--- src/rtl/serprog_pkg.sv ---
package serprog_pkg;
  localparam logic [7:0] OP_SESSION = 8'hAC;
  localparam logic [7:0] KEY_SYNC   = 8'h53;
  localparam logic [7:0] SUB_ERASE  = 8'h80;
  localparam logic [7:0] OP_RD_PROG = 8'h20;
  localparam logic [7:0] OP_RD_EE   = 8'hA0;
  localparam logic [7:0] OP_WR_PROG = 8'h40;
  localparam logic [7:0] OP_WR_EE   = 8'hC0;
  localparam logic [7:0] ERASED     = 8'hFF;

  typedef enum logic [1:0] {
    SLOT_OPC  = 2'd0,
    SLOT_AHI  = 2'd1,
    SLOT_ALO  = 2'd2,
    SLOT_DATA = 2'd3
  } slot_e;
endpackage

--- src/rtl/serprog_sync.sv ---
module serprog_sync #(
  parameter int WIDTH  = 3,
  parameter int STAGES = 2
) (
  input  logic             clk,
  input  logic             rst_n,
  input  logic [WIDTH-1:0] async_i,
  output logic [WIDTH-1:0] sync_o,
  output logic             rise0_o,
  output logic             fall0_o
);
  logic [WIDTH-1:0] chain [STAGES];
  logic             last0;

  always_ff @(posedge clk) begin
    if (!rst_n) begin
      for (int s = 0; s < STAGES; s++) chain[s] <= '0;
      last0 <= 1'b0;
    end else begin
      chain[0] <= async_i;
      for (int s = 1; s < STAGES; s++) chain[s] <= chain[s-1];
      last0 <= chain[STAGES-1][0];
    end
  end

  assign sync_o  = chain[STAGES-1];
  assign rise0_o = chain[STAGES-1][0] & ~last0;
  assign fall0_o = ~chain[STAGES-1][0] & last0;
endmodule

--- src/rtl/serprog_frame.sv ---
module serprog_frame (
  input  logic       clk,
  input  logic       rst_n,
  input  logic       clr_i,
  input  logic       rise_i,
  input  logic       fall_i,
  input  logic       bit_i,
  input  logic [7:0] reply_i,
  output logic       byte_done_o,
  output logic [1:0] byte_idx_o,
  output logic [7:0] byte_o,
  output logic       miso_o
);
  logic [4:0] bitcnt;
  logic [6:0] rx;
  logic [7:0] tx, next_tx;
  logic       pend;

  assign byte_done_o = rise_i && (bitcnt[2:0] == 3'd7);
  assign byte_idx_o  = bitcnt[4:3];
  assign byte_o      = {rx, bit_i};
  assign miso_o      = tx[7];

  always_ff @(posedge clk) begin
    if (!rst_n || clr_i) begin
      bitcnt  <= '0;
      rx      <= '0;
      tx      <= '0;
      next_tx <= '0;
      pend    <= 1'b0;
    end else begin
      if (rise_i) begin
        rx     <= {rx[5:0], bit_i};
        bitcnt <= bitcnt + 5'd1;
        if (byte_done_o) begin
          pend    <= 1'b1;
          next_tx <= reply_i;
        end
      end
      if (fall_i) begin
        if (pend) begin
          tx   <= next_tx;
          pend <= 1'b0;
        end else begin
          tx <= {tx[6:0], 1'b0};
        end
      end
    end
  end
endmodule

--- src/rtl/serprog_exec.sv ---
module serprog_exec
  import serprog_pkg::*;
#(
  parameter int PROG_DEPTH = 16,
  parameter int EE_DEPTH   = 8,
  parameter int WR_CYCLES  = 300
) (
  input  logic       clk,
  input  logic       rst_n,
  input  logic       clr_i,
  input  logic       byte_done_i,
  input  logic [1:0] byte_idx_i,
  input  logic [7:0] byte_i,
  output logic [7:0] reply_o,
  output logic       frame_done_o,
  output logic       busy_o,
  output logic       enabled_o
);
  localparam int PAW = (PROG_DEPTH > 1) ? $clog2(PROG_DEPTH) : 1;
  localparam int EAW = (EE_DEPTH > 1) ? $clog2(EE_DEPTH) : 1;
  localparam int BW  = $clog2(WR_CYCLES + 1);

  logic [7:0]    prog_mem [PROG_DEPTH];
  logic [7:0]    ee_mem   [EE_DEPTH];
  logic [7:0]    opc, ahi, alo;
  logic [BW-1:0] busy_cnt;
  logic          accept;
  logic [PAW-1:0] p_rd, p_wr;
  logic [EAW-1:0] e_rd, e_wr;

  assign accept       = enabled_o && !busy_o;
  assign busy_o       = (busy_cnt != '0);
  assign frame_done_o = byte_done_i && (byte_idx_i == SLOT_DATA);
  assign p_rd = PAW'({ahi, byte_i} % PROG_DEPTH);
  assign e_rd = EAW'({ahi, byte_i} % EE_DEPTH);
  assign p_wr = PAW'({ahi, alo} % PROG_DEPTH);
  assign e_wr = EAW'({ahi, alo} % EE_DEPTH);

  always_comb begin
    reply_o = 8'h00;
    if (byte_idx_i == SLOT_AHI && opc == OP_SESSION) reply_o = byte_i;
    else if (byte_idx_i == SLOT_ALO && accept) begin
      if (opc == OP_RD_PROG)    reply_o = prog_mem[p_rd];
      else if (opc == OP_RD_EE) reply_o = ee_mem[e_rd];
    end
  end

  always_ff @(posedge clk) begin
    if (!rst_n) begin
      opc <= '0; ahi <= '0; alo <= '0;
      enabled_o <= 1'b0;
      busy_cnt  <= '0;
      for (int i = 0; i < PROG_DEPTH; i++) prog_mem[i] <= ERASED;
      for (int i = 0; i < EE_DEPTH; i++)   ee_mem[i]   <= ERASED;
    end else begin
      if (busy_o) busy_cnt <= busy_cnt - 1'b1;
      if (clr_i) begin
        opc <= '0; ahi <= '0; alo <= '0;
        enabled_o <= 1'b0;
      end else if (byte_done_i) begin
        case (byte_idx_i)
          SLOT_OPC: opc <= byte_i;
          SLOT_AHI: ahi <= byte_i;
          SLOT_ALO: alo <= byte_i;
          default: begin
            if (opc == OP_SESSION && ahi == KEY_SYNC && !busy_o) enabled_o <= 1'b1;
            if (accept) begin
              if (opc == OP_SESSION && ahi == SUB_ERASE) begin
                for (int i = 0; i < PROG_DEPTH; i++) prog_mem[i] <= ERASED;
                for (int i = 0; i < EE_DEPTH; i++)   ee_mem[i]   <= ERASED;
                busy_cnt <= BW'(WR_CYCLES);
              end else if (opc == OP_WR_PROG) begin
                prog_mem[p_wr] <= prog_mem[p_wr] & byte_i;
                busy_cnt <= BW'(WR_CYCLES);
              end else if (opc == OP_WR_EE) begin
                ee_mem[e_wr] <= byte_i;
                busy_cnt <= BW'(WR_CYCLES);
              end
            end
          end
        endcase
      end
    end
  end
endmodule

--- src/rtl/serprog_target.sv ---
module serprog_target #(
  parameter int PROG_DEPTH = 16,
  parameter int EE_DEPTH   = 8,
  parameter int WR_CYCLES  = 300,
  parameter bit FAST_CLK   = 1'b0
) (
  input  logic clk,
  input  logic rst_n,
  input  logic sck_i,
  input  logic mosi_i,
  input  logic prog_rst_i,
  output logic miso_o,
  output logic busy_o,
  output logic enabled_o
);
  localparam int MIN_PHASE_CLKS = FAST_CLK ? 4 : 3;

  logic [2:0] pins_s;
  logic       sck_rise, sck_fall, prst_s;
  logic       byte_done, frame_done;
  logic [1:0] byte_idx;
  logic [7:0] byte_val, reply;

  serprog_sync #(.WIDTH(3), .STAGES(2)) u_sync (
    .clk(clk), .rst_n(rst_n),
    .async_i({prog_rst_i, mosi_i, sck_i}),
    .sync_o(pins_s), .rise0_o(sck_rise), .fall0_o(sck_fall)
  );
  assign prst_s = pins_s[2];

  serprog_frame u_frame (
    .clk(clk), .rst_n(rst_n), .clr_i(prst_s),
    .rise_i(sck_rise), .fall_i(sck_fall), .bit_i(pins_s[1]),
    .reply_i(reply), .byte_done_o(byte_done), .byte_idx_o(byte_idx),
    .byte_o(byte_val), .miso_o(miso_o)
  );

  serprog_exec #(.PROG_DEPTH(PROG_DEPTH), .EE_DEPTH(EE_DEPTH), .WR_CYCLES(WR_CYCLES)) u_exec (
    .clk(clk), .rst_n(rst_n), .clr_i(prst_s),
    .byte_done_i(byte_done), .byte_idx_i(byte_idx), .byte_i(byte_val),
    .reply_o(reply), .frame_done_o(frame_done),
    .busy_o(busy_o), .enabled_o(enabled_o)
  );
endmodule

--- config.mk ---
export PLATFORM = sky130hd
export DESIGN_NAME = serprog_target
export DESIGN_NICKNAME = d
export VERILOG_FILES = /design/src/rtl/serprog_pkg.sv /design/src/rtl/serprog_sync.sv /design/src/rtl/serprog_frame.sv /design/src/rtl/serprog_exec.sv /design/src/rtl/serprog_target.sv
export SDC_FILE = /design/constraint.sdc
export NUM_CORES = 1
export LEC_CHECK = 0
export BUFFER_PORTS_ARGS = -buffer_cell sky130_fd_sc_hd__buf_2
export CAP_MARGIN = 0
export CORE_MARGIN = 2
export CORE_UTILIZATION = 40
export CTS_CLUSTER_DIAMETER = 120
export DETAILED_ROUTE_END_ITERATION = 8
export PLACE_DENSITY = 0.55
export SYNTH_ARGS = -nofsm -noshare
export SYNTH_HDL_FRONTEND = slang
export SYNTH_SLANG_ARGS = --single-unit
--- constraint.sdc ---
create_clock -name clk -period 4.1 [get_ports clk]
set_input_delay 0.82 -clock clk [delete_from_list [all_inputs] [get_ports clk]]
set_output_delay 0.82 -clock clk [all_outputs]
set_load 0.03 [all_outputs]
==> Yosys cells after proc, flatten, opt, wreduce, memory -nomap -nowiden <==
Memories as Yosys holds them, arrays and structs flattened. A register that Yosys moved wholly into a read port is not among the register bits.
Cells that the tools add are included.
{ "op_classes": {"n_addsub": 2, "muxes": 77, "n_eq_ne": 10, "bitwise": 33, "n_reduce_logical": 21} }
{ "op_table": {"columns": ["operator", "count"], "rows": [
  ["$mux 8", 31],
  ["$mux 9", 8],
  ["$eq 8x8->1 const B", 4],
  ["$mux 1", 32],
  ["$or 1x1->1", 26],
  ["$eq 8x7->1 const B", 2],
  ["$reduce_or 8->1", 2],
  ["$mux 4", 3],
  ["$mux 3", 3],
  ["$reduce_bool 9->1", 1],
  ["$sub 9x1->9 const B", 1],
  ["$and 8x8->8", 1],
  ["$eq 8x6->1 const B", 1],
  ["$reduce_and 2->1", 4],
  ["$logic_and 1x1->1", 7],
  ["$add 5x1->5 const B", 1],
  ["$not 1->1", 4],
  ["$eq 3x3->1 const B", 1],
  ["$reduce_and 3->1", 1],
  ["$reduce_or 3->1", 1],
  ["$and 1x1->1", 2],
  ["$eq 2x1->1 const B", 1],
  ["$eq 2x2->1 const B", 1],
  ["$logic_not 1->1", 2],
  ["other kinds (3)", 3]
]} }
{ "word_totals": {"mem_count": 3, "regBits": 60, "word_cells": 157, "input_bits": 5, "output_inout_bits": 3, "ramBits": 198} }
{ "memory_table": {"columns": ["memory", "depth", "width", "read_ports", "rd_ports_with_merged_regs", "wr", "line_no", "text"], "rows": [
  ["u_exec.prog_mem", 16, 8, 2, 1, 16, "serprog_exec.sv:23", "logic [7:0] prog_mem [PROG_DEPTH];"],
  ["u_exec.ee_mem", 8, 8, 1, 0, 8, "serprog_exec.sv:24", "logic [7:0] ee_mem [EE_DEPTH];"],
  ["u_sync.chain", 2, 3, 2, 0, 2, "serprog_sync.sv:12", "logic [WIDTH-1:0] chain [STAGES];"]
]} }

==> Logic depth before layout (Yosys ltp) <==
{ "logic_depth": {"ltp_word": 12, "ltp_mapped": 8, "mapped_depth_nobuf": 7} }

==> Modules after synthesis <==
From an unflattened synthesis, not the netlist that was laid out.
{ "unflattened": {"hier_cells": 1007, "area_unflattened_um2": 12751.0} }
{ "modules_own_cells": {"columns": ["mod", "area_per_inst_um2", "n_inst", "cells_each", "seq_area_each_um2"], "rows": [
  ["serprog_exec", 11212.0, 1, 862, 6446.2],
  ["serprog_frame", 1320.0, 1, 126, 580.6],
  ["serprog_sync", 219.0, 1, 19, 140.1]
]} }

==> Worst setup path after synthesis <==
OpenSTA, ideal clock, no wires.
{ "synth_timing": {"kind": "reg-to-reg", "from": "register u_exec.busy_cnt[0]", "to": "memory u_exec.prog_mem[7][0], enable pin", "path_stages_with_launch": 9, "path_buffers": 1, "period_less_slack_ns": 2.863, "required_time_ns": 3.716, "setup_time_ns": 0.384, "arrival_time_ns": 2.479, "slack_ns": 1.237, "path_cell_list": "dfxtp_1 > inv_1 > ha_1 > nor4b_1 > nand2_2 > or4b_1 > o21a_1 > clkbuf_1 > o21ai_0"} }
{ "synth_rtl": {"columns": ["element", "line_no", "text"], "rows": [
  ["start, declared", "serprog_exec.sv:26", "logic [BW-1:0] busy_cnt;"],
  ["start signal, assigned", "serprog_exec.sv:56", "if (busy_o) busy_cnt <= busy_cnt - 1'b1;"],
  ["start signal, assigned", "serprog_exec.sv:71", "busy_cnt <= BW'(WR_CYCLES);"],
  ["start signal, assigned", "serprog_exec.sv:74", "busy_cnt <= BW'(WR_CYCLES);"],
  ["end, declared", "serprog_exec.sv:23", null]
]} }

==> impl_metrics.yaml <==
run_status:
  status: "finished, final reports clean"
yosys:
  avgSynthCellArea_sq_um: 13.20
  ys_seq_area_frac: 0.5725
  synth-warning-count: 0
  synthArstFlopShare: 0
  synth_edf_count: 192
  ys_seq_elements: 262
  synth_top_flop_cell: "edfxtp_1"
  yosys.cell_types.count: 59
  syn_inst: 948
  synth_fp_nets: 956
  syn-cell-area_sq_um: 12520
detailed_routing:
  ant_nets: 0
  avgRoutedWirePerCell_um: 24.99
  drcViolationCount: 0
  firstDrtPassIters: 5
  viasPerCell: 5.792
  drt_iter0_drc: 692
  routed_wl_mm: 34.43
  vias: 7981
clock_tree:
  root_buffer: "clkbuf_16"
  cts_tree: "built"
  clock-sinks: 262
  postCtsSetupRepairBufs: 0
  path_clk_slew_ns: 0.06
  cts_made_buffers: 28
  clkLatencyLatePin_ns: 0.56
  ctsHoldBuffers: 0
  cts_buffer_depth: 3
  cts_resized: 0
  htreeDepth: 1
layout:
  areaGrowthSynthToFinish_pct: 12.17
  fillerInstances: 2749
  nets: 968
  layout_commonest_cell: "edfxtp_1"
  num_antenna_cells: 0
  register_area_sq_um: 7174
  layout_common_cells: "edfxtp_1, nand2_1, mux4_2, dfxtp_1, or2_1"
  layout-drive-gt1-share: 0.2251
  multiInputGateArea_sq_um: 5037
setup_path:
  critical_path_class: "register to register"
  worst_ep_required_time_ns: 4.31
  path_max_fanout: 15
  crit_path_start_kind: "register"
  endpoint_kind: "register"
  arrival_ns: 3.51
floorplanning:
  die_h_um: 180.9
  initial_core_util: 0.4082
  coreArea_sq_um: 30670
  rows: 64
  die_x_um: 180.9
  num_io_pins: 8
  dieArea_sq_um: 32730
sta:
  relSlewSlack: 0.3542
  period_minus_slack_ns: 3.301
  setup_violations: 0
  tns_ns: 0
  clock_skew_ns: 0.02654
  finalHoldViolCount: 0
  fmax_mhz: 302.9
  setup_slack_ns: 0.7989
  worstMarginPinSlew_ns: 0.9442
  slew_violations: 0
  layout_worst_path_cycle_share: 0.8052
  rsz0062_at_grt: "false"
global_routing:
  track_usage: 0.2109
  grt_pass1_vias: 7835
  met3_usage: 0.03810
  top_usage_layer: "met2"
  grt_max_degree: 50
  antenna_found_initial: 0
  grt_pass1_wl_mm: 51.61
  use_met2: 0.3325
  use_met1: 0.2983
  grt-ovfl-total: 0
placed_design:
  port-buffer-count: 7
  place.gp.congestion: 0.8609
  dp_slack_ns: 0.8303
  hpwlAfterDp_mm: 23.56
worst_hold_path:
  hold_class: "register to register"
power_and_ir_drop:
  leakage_nw: 3.709
  worst_ir_drop_vdd_uv: 324.5
  power_density_nw_per_um2: 417.5
job:
  drv_cap: 0
==> state kept, by name (all words and copies together), names as in the netlist, 7 cells and up, named ones only <==
register and flops:
u_exec.opc 8, u_frame.rx 7, u_exec.busy_cnt 9, u_exec.prog_mem 128, u_frame.next_tx 8, u_exec.ahi 8, u_exec.ee_mem 64, u_frame.tx 8
==> path summary, 6_finish.rpt <==
check / startpoint / endpoint / slack [ns] / cells after the start
worst max-delay path: u_frame.bitcnt[0] / u_exec.prog_mem[8][3] / 0.80 / 7
worst min-delay path: u_sync.chain[0][1] / u_sync.chain[0][4] / 0.44 / 1
worst max register to register: u_frame.bitcnt[0] / u_exec.prog_mem[8][3] / 0.80 / 7
worst min register to register: u_sync.chain[0][1] / u_sync.chain[0][4] / 0.44 / 1
==> layout make-up <==
cell class              instances  share of cell area
multi-input cells             612              0.3587
repair buffers                 49             0.02495
clock buffers                  34             0.05302
well taps                     396             0.03528
flip-flops and latches        262              0.5109
clock inverters                18             0.01524
inverters                       7            0.001871
==> kinds of logic after synthesis <==
group                    synth area share
flip-flops                         0.5725
multiplexers                       0.1849
AND/OR/NAND/NOR                    0.1634
buffers and inverters             0.02509
adder cells (fa/ha/maj)          0.002999
AO/OA/AOI/OAI                     0.04478
XOR/XNOR                         0.006296
==> cell usage after synthesis, types with 3 or more instances <==
cell | count | share of area
nor2_4 | 3 | 0.0027
a2111oi_0 | 5 | 0.0035
mux4_2 | 88 | 0.16
buf_2 | 26 | 0.010
ha_1 | 3 | 0.0030
or2_1 | 56 | 0.028
mux2i_1 | 31 | 0.025
nor4_1 | 5 | 0.0025
xnor2_1 | 4 | 0.0028
o22ai_1 | 6 | 0.0030
xor2_1 | 5 | 0.0035
inv_1 | 7 | 0.0021
o21ai_0 | 31 | 0.012
buf_1 | 5 | 0.0015
a21boi_0 | 4 | 0.0024
nand4_1 | 7 | 0.0035
o22a_1 | 8 | 0.0056
a21oi_1 | 25 | 0.010
nor3_1 | 4 | 0.0016
nor2_1 | 43 | 0.013
dfxtp_1 | 70 | 0.11
nand2b_1 | 6 | 0.0030
nand4b_4 | 3 | 0.0057
a211oi_1 | 4 | 0.0024
edfxtp_1 | 192 | 0.46
nand3_1 | 9 | 0.0036
or4b_1 | 3 | 0.0024
nand3b_1 | 5 | 0.0030
nand2_1 | 189 | 0.057
nor2b_1 | 4 | 0.0020
or2_2 | 10 | 0.0050
and2_1 | 8 | 0.0040
clkbuf_1 | 35 | 0.010
nor3b_1 | 4 | 0.0024
nor2_2 | 3 | 0.0015
==> where the power goes <==
| part | switching [mW] | internal [mW] |
|---|---|---|
| registers | 0.0376 | 2.86 |
| logic | 0.183 | 0.112 |
| clock network | 1.07 | 1.60 |
| total | 1.29 | 4.57 |
==> worst max-delay path, stage by stage, from the launching register on <==
cell      delay, ns
dfxtp_1        0.37
ha_1           0.18
ha_1           0.17
and3b_1        0.49
and4_1         0.34
nand4_2        0.47
nor4_4         0.55
nand2b_1       0.41
==> through the flow <==
stage	hold slack (ns)	power [mW]	area (sq um)	utilization	instances
floorplan	0.4119	3.172	12520	-	948
global placement	0.4162	3.247	13080	0.4266	1326
detailed placement	0.4169	3.253	13080	0.4266	1326
CTS	0.4367	5.903	14040	0.4579	1378
global route	0.4547	6.044	14040	0.4579	1378
finish	0.4375	5.863	14040	0.4579	1378
==> per-layer routing <==
metal / up-vias / part of all wire / wire length, um
met3: 72 / 0.063 / 2170
met1: 4087 / 0.44 / 15240
li1: 3550 / - / -
met4: 0 / 0.032 / 1103
met5: - / 0 / 0
met2: 272 / 0.46 / 15920
Note: power is estimated with default switching activity, not from simulation.
